===== config.mk =====
export PLATFORM = sky130hd
export DESIGN_NAME = fcmp_unit
export DESIGN_NICKNAME = d
export VERILOG_FILES = /design/src/rtl/fcmp_unit.sv
export SDC_FILE = /design/constraint.sdc
export NUM_CORES = 1
export LEC_CHECK = 0
export BUFFER_PORTS_ARGS = -buffer_cell sky130_fd_sc_hd__buf_2
export CAP_MARGIN = 20
export CORE_ASPECT_RATIO = 0.5
export CORE_MARGIN = 2
export CORE_UTILIZATION = 40
export DETAILED_ROUTE_END_ITERATION = 10
export PLACE_DENSITY = 0.72
export SLEW_MARGIN = 20
export SYNTH_ARGS = -nofsm -noshare
export SYNTH_HDL_FRONTEND = slang
export SYNTH_SLANG_ARGS = --single-unit

===== constraint.sdc =====
create_clock -name clk -period 0.8 [get_ports clk]
set_input_delay 0.04 -clock clk [delete_from_list [all_inputs] [get_ports clk]]
set_output_delay 0.04 -clock clk [all_outputs]
set_load 0.01 [all_outputs]

===== src/rtl/fcmp_unit.sv =====
module fcmp_unit #(
  parameter int EXP_W  = 8,
  parameter int FRAC_W = 23
) (
  input  logic                        clk,
  input  logic                        rst_n,
  input  logic                        in_valid,
  input  logic [EXP_W+FRAC_W:0]       op_a,
  input  logic [EXP_W+FRAC_W:0]       op_b,
  input  logic                        flush_den,
  output logic                        out_valid,
  output logic                        flag_n,
  output logic                        flag_z,
  output logic                        flag_c,
  output logic                        flag_v,
  output logic                        invalid_evt
);
  localparam int W     = 1 + EXP_W + FRAC_W;
  localparam int MAG_W = W - 1;
  localparam int C_ZERO = 0, C_DEN = 1, C_NORM = 2, C_INF = 3, C_QNAN = 4, C_SNAN = 5;

  function automatic logic [5:0] classify(input logic [W-1:0] x);
    logic e_ones, e_zero, f_nz;
    e_ones = &x[W-2:FRAC_W];
    e_zero = ~|x[W-2:FRAC_W];
    f_nz   = |x[FRAC_W-1:0];
    classify         = '0;
    classify[C_ZERO] = e_zero & ~f_nz;
    classify[C_DEN]  = e_zero &  f_nz;
    classify[C_NORM] = ~e_zero & ~e_ones;
    classify[C_INF]  = e_ones & ~f_nz;
    classify[C_QNAN] = e_ones &  f_nz &  x[FRAC_W-1];
    classify[C_SNAN] = e_ones &  f_nz & ~x[FRAC_W-1];
  endfunction

  logic [5:0]       cls_a, cls_b;
  logic             zero_a, zero_b, sgn_a, sgn_b;
  logic [MAG_W-1:0] mag_a, mag_b;
  logic             unord, is_eq, is_lt, snan_any;
  logic [3:0]       nzcv_d, nzcv_q;

  assign cls_a = classify(op_a);
  assign cls_b = classify(op_b);

  assign zero_a = cls_a[C_ZERO] | (flush_den & cls_a[C_DEN]);
  assign zero_b = cls_b[C_ZERO] | (flush_den & cls_b[C_DEN]);

  assign mag_a = zero_a ? '0 : op_a[MAG_W-1:0];
  assign mag_b = zero_b ? '0 : op_b[MAG_W-1:0];
  assign sgn_a = ~zero_a & op_a[W-1];
  assign sgn_b = ~zero_b & op_b[W-1];

  assign unord    = cls_a[C_QNAN] | cls_a[C_SNAN] | cls_b[C_QNAN] | cls_b[C_SNAN];
  assign snan_any = cls_a[C_SNAN] | cls_b[C_SNAN];
  assign is_eq    = (sgn_a == sgn_b) && (mag_a == mag_b);
  assign is_lt    = (sgn_a != sgn_b) ? sgn_a
                  : (sgn_a ? (mag_b < mag_a) : (mag_a < mag_b));

  always_comb begin
    if (unord)      nzcv_d = 4'b0011;
    else if (is_eq) nzcv_d = 4'b0110;
    else if (is_lt) nzcv_d = 4'b1000;
    else            nzcv_d = 4'b0010;
  end

  always_ff @(posedge clk or negedge rst_n) begin
    if (!rst_n) begin
      out_valid   <= 1'b0;
      invalid_evt <= 1'b0;
      nzcv_q      <= 4'b0000;
    end else begin
      out_valid   <= in_valid;
      invalid_evt <= in_valid & snan_any;
      if (in_valid) nzcv_q <= nzcv_d;
    end
  end

  assign {flag_n, flag_z, flag_c, flag_v} = nzcv_q;
endmodule



==> flow_summary.yaml, run 1 <==
setup_path:
  crit_required_ns: 0.90
  critPathSlowestCell: "or4b_4"
  cpMostUsedCell: "a21o_1"
  r2r_start: "nzcv_q[2]"
  critPathLaunchType: "input pin"
  crit_family: "simple AND/OR/NAND/NOR gates"
  ff2ff_path_depth: 1
  crit_buf_inv: 2
  endpoint_kind: "register"
  arrival_ns: 3.21
  cp_max_fo: 6
  slowest_delay_ns: 0.54
  path_class: "in2reg"
  ff2ff_setup_slack_ns: 0.08
  rr_endpoint: "nzcv_q[2]"
  worstPathCellList: "buf_2, nor4_2, nand4_1, nor2_2, o211ai_1, buf_4, and2_1, ha_1, a21o_1, a21o_1, a21oi_2, o2111ai_2, or4b_4, a31oi_4, nor2_1"
sta:
  slew_violations: 0
  hold_slack_ns: 0.01911
  fin_ws_ns: -2.311
  worst_pin_slew_ns: 0.4973
  fmax_ghz: 0.3214
  rsz0062_at_grt: "true"
  slew_headroom_pct: 66.54
  fin_worst_skew_ns: 0
  finalCritPeriodShare_pct: 388.9
  layout_min_cycle_time_ns: 3.111
  final-hold-violation-count: 0
  setup_viol: 6
logic_synthesis:
  synth-compound-area-share_pct: 16.01
  synth_area_leaders: "ha_1 (27%), dfrtp_1 (10%), and2_1 (10%), nand2_1 (8.1%), a21oi_1 (4.5%)"
  netlist_area_um2: 1438
  ys_seq_elements: 6
  syn_area_per_cell_um2: 7.152
  synth-simple-area-share_pct: 40.30
  netlist.area_leader.share_pct: 26.98
  synthAdderAreaFrac_pct: 26.98
  synth_seq_area_share_pct: 10.44
  syn_inst: 201
  muxShareOfSynthArea_pct: 0
  synth_nets: 300
  yosysUniqueCellTypes: 36
  ys_warn_count: 0
  synth_xor_area_share_pct: 0
  synth_top_family_by_area: "simple AND/OR/NAND/NOR gates"
  synth_top_cell_by_area: "ha_1"
clock_tree:
  clock-sinks: 6
  htreeDepth: 1
  path_clk_slew_ns: 0.04
  cts_buffers: 3
  cts-root-buf: "clkbuf_8"
  clock_latency_ns: 0.22
  tritoncts: "built"
  clock_path_buffers: 2
routing:
  drt_iter0_markers: 193
  firstDrtPassIters: 5
  via_per_inst: 5.973
  postRouteAntennaNets: 0
  via_count: 2252
  wire_per_inst_um: 19.67
  wirelength_um: 7415
  remaining_drc_errors: 0
global_routing:
  first_global_vias: 1926
  grt_max_degree: 25
  grt_use_total_pct: 24.13
  grt_pass1_wl_um: 7707
  antenna_found_initial: 0
  gr-total-overflow: 0
layout:
  nets: 427
  num_antenna_cells: 0
  drive_gt1_share_pct: 64.11
  syn2layout_area_growth_pct: 102.1
pwr:
  peakVddDrop_mv: 1.045
  power.density_nw_per_um2: 737.6
  p_leak_nw: 1.382
hold_path:
  min_path_cells: 1
  worstHoldStart: "in_valid"
  hold_class: "in2reg"
  holdPathEnd: "out_valid"
run:
  drv_cap: 0
floorplan:
  dieWidth_um: 88.78
  num_rows: 15
  coreArea_um2: 3435
  die_area_um2: 4119
  initial_core_util_pct: 41.86
  die_h_um: 46.39
  io_pins: 74
placement:
  dpl_worst_slack_ns: -2.439
  gp_congestion: 0.8625
  hpwl_um: 3962
  io_buffers: 73
status:
  status: "finished with violations"
  violations: "setup timing"
## area by class of cell
cell class                 count  area (µm²)
clock buffer                   3       41.29
tap                           51       63.81
timing repair buffer         134       904.6
sequential                     6       150.1
fill                         171       529.3
inverter                      12       45.04
multi-input combinational    171        1700
## placed cells by master (no fill, tap or decap), drive strengths merged, types with 4 or more instances in the layout
cell type / count
a21o: 4
a21oi: 13
and2: 23
buf: 133
dfrtp: 6
ha: 31
inv: 12
nand2: 31
nand3: 4
nand4: 10
nor2: 10
nor3: 4
nor4: 12
o21ai: 5
## report_power, final
group          internal [mW]  switching, mW  leakage, nW
Clock                  0.323          0.122       0.0216
Sequential             0.326         0.0111       0.0754
Combinational          0.702          0.659         1.29
Total                   1.35          0.792         1.38
## registers in the layout, indices dropped and copies added (netlist names)
signal / flops
out_valid: 1
nzcv_q: 4
invalid_evt: 1
## routing by layer
layer	routed length [µm]	vias up	GRT usage [%]	part of all wire (%)
met2	3484	160	45.67	47
met5	0	-	0	0
met3	655	54	3.226	8.8
li1	-	989	-	-
met4	402	0	5.152	5.4
met1	2873	1049	29.80	39
## Yosys cell counts, drive strengths merged
library cell	n
ha	31
nand2	31
and2	23
a21oi	13
clkbuf	12
inv	12
nor4	12
nand4	10
nor2	10
dfrtp	6
o21ai	5
a21o	4
nand3	4
nor3	4
or4	3
and4	2
nand3b	2
o2111ai	2
a211o	1
a211oi	1
a21boi	1
a221oi	1
a311o	1
a31oi	1
a32o	1
and4bb	1
nor2b	1
o211ai	1
o21a	1
o22a	1
o31ai	1
or3	1
or4b	1
## worst max-delay path by stage
stage                     slack, ns  startpoint  depth (start not counted)        end
after CTS                     -2.06    op_b[23]                         14  nzcv_q[1]
final                         -2.31     op_a[0]                         15  nzcv_q[1]
after global routing          -2.33    op_a[18]                         15  nzcv_q[3]
after floorplan               -1.98    op_b[23]                         13  nzcv_q[1]
after detailed placement      -2.44    op_a[17]                         15  nzcv_q[1]
after global placement        -2.33    op_b[23]                         14  nzcv_q[1]
## cells by family (layout without fill, tap and decap cells)
| group | Yosys count | count (layout) |
|---|---|---|
| AOI/OAI and AO/OA | 35 | 35 |
| buffers and inverters | 24 | 149 |
| adders and majority gates | 31 | 31 |
| and+or+nand+nor | 105 | 105 |
| DFF | 6 | 6 |
## metrics by stage
stage / std cells / power [mW] / TNS (ns) / cell area, µm² / util, %
floorplan: 201 / 0.7525 / -5.882 / 1519 / -
global placement: 366 / 1.225 / -8.238 / 2300 / 66.96
detailed placement: 366 / 1.257 / -8.478 / 2300 / 66.96
CTS: 371 / 1.784 / -6.721 / 2496 / 72.68
global route: 377 / 2.261 / -7.930 / 2905 / 84.59
finish: 377 / 2.143 / -7.848 / 2905 / 84.59
## timing repair
item,4_1_cts,5_1_grt
pin swaps,0,45
setup endpoints to repair,5,6
hold endpoints to repair,6,0
buffers inserted,1,3
gates resized for setup,25,70
hold buffers,1,0
gates cloned,0,3
No activity file was read; power rests on OpenSTA's default activity.
==> inputs of run 2 (changes only) <==
Settings changed: CORE_ASPECT_RATIO 0.5 to 0.7.
==> flow_summary.yaml, run 2 (same netlist as run 1, synthesis figures left out) <==
sta:
  fmax_ghz: 0.3225
  final-hold-violation-count: 0
  layout_min_cycle_time_ns: 3.101
  slew_violations: 0
  rsz0062_at_grt: "true"
  finalCritPeriodShare_pct: 387.7
  finalSetupTns_ns: -8.053
  setup_viol: 7
  fin_worst_skew_ns: 0
  worst_pin_slew_ns: 0.4008
  hold_slack_ns: 0.09832
  slew_headroom_pct: 73.00
  fin_ws_ns: -2.301
setup_path:
  critPathSlowestCell: "or4b_4"
  crit_required_ns: 0.91
  slowest_delay_ns: 0.56
  arrival_ns: 3.21
  crit_buf_inv: 2
  critPathLaunchType: "input pin"
  endpoint_kind: "register"
  ff2ff_setup_slack_ns: 0.07
  cp_max_fo: 6
  worstPathCellList: "buf_6, or4_4, and4bb_2, a21oi_4, buf_12, nand2_4, ha_4, a21oi_2, o21ai_2, a221oi_4, a21boi_4, or4b_4, a31oi_4, nor2_1"
  crit_family: "simple AND/OR/NAND/NOR gates"
  path_class: "in2reg"
placement:
  dpl_worst_slack_ns: -2.397
  gp_congestion: 0.9061
  dp.cells: 362
  postPlaceCellArea_um2: 2276
  io_buffers: 73
  hpwl_um: 4016
status:
  status: "finished with violations"
  violations: "setup timing"
pwr:
  power_mw: 2.278
  peakVddDrop_mv: 0.6546
  power.density_nw_per_um2: 734.0
  p_leak_nw: 1.428
floorplan:
  initial_core_util_pct: 41.18
  num_rows: 18
  die_h_um: 54.16
  coreArea_um2: 3491
  die_area_um2: 4097
  io_pins: 74
  dieWidth_um: 75.66
layout:
  reg.largest.list: "nzcv_q x4, invalid_evt x1, out_valid x1"
  nets: 427
  fill_cells: 141
  fin_util_pct: 88.92
  final_common_cell: "buf_2"
  top_register: "nzcv_q"
  num_antenna_cells: 0
  fin_area_um2: 3104
  drive_gt1_share_pct: 68.71
  largest_reg_flops: 4
  syn2layout_area_growth_pct: 115.9
  layoutNonFillerInstCount: 376
  final_cell_mix: "buf_2 (60), buf_4 (50), ha_4 (17), buf_6 (17)"
clock_tree:
  clock_latency_ns: 0.23
  path_clk_slew_ns: 0.04
  clock-sinks: 6
  htreeDepth: 1
  cts_buffers: 3
  cts-root-buf: "clkbuf_8"
  clock_path_buffers: 2
  tritoncts: "built"
global_routing:
  first_global_vias: 2148
  antenna_found_initial: 0
  grt_use_total_pct: 32.02
  grt_pass1_wl_um: 9660
  gr-total-overflow: 0
  grt_max_degree: 12
routing:
  remaining_drc_errors: 0
  firstDrtPassIters: 5
  via_count: 2304
  via_per_inst: 6.128
  drt_iter0_markers: 181
  wire_per_inst_um: 21.27
  wirelength_um: 7996
  postRouteAntennaNets: 0
hold_path:
  hold_class: "in2reg"
run:
  drv_cap: 0
run 2: area by class of cell:
type	instances	area, µm²	area share, %
Tap cell	50	62.56	2.015
Timing Repair Buffer	134	989.7	31.88
Multi-Input combinational cell	171	1815	58.48
Sequential cell	6	150.1	4.837
Inverter	12	45.04	1.451
Clock buffer	3	41.29	1.330
run 2: report_power, final:
group,switching (mW),internal [mW],leakage (nW),total (mW)
registers,0.0129,0.325,0.0754,0.338
clock network,0.153,0.325,0.0216,0.478
logic,0.689,0.773,1.33,1.46
run 2: what timing repair did:
| item | 4_1_cts | 5_1_grt |
|---|---|---|
| cloned | 2 | 0 |
| pin swaps | 46 | 41 |
| setup buffers | 8 | 2 |
| endpoints found under the hold margin | 7 | 0 |
| resized for setup | 69 | 61 |
| endpoints found under the setup margin | 5 | 7 |
| hold buffers | 2 | 0 |
run 2: worst paths after layout:
| check | startpoint | depth (start not counted) | to |
|---|---|---|---|
| max | op_b[27] | 14 | nzcv_q[1] |
| min | op_a[22] | 3 | invalid_evt |
| max reg2reg | nzcv_q[2] | 1 | nzcv_q[2] |
| min reg2reg | nzcv_q[3] | 1 | nzcv_q[3] |
| max in group asynchronous | rst_n | 2 | invalid_evt |
| min in group asynchronous | rst_n | 2 | nzcv_q[0] |
run 2: routing by layer:
layer | wire [µm] | GRT usage, %
met1 | 2957 | 36.49
met2 | 3720 | 57.54
met3 | 777 | 4.682
met4 | 540 | 18.13
met5 | 0 | 0
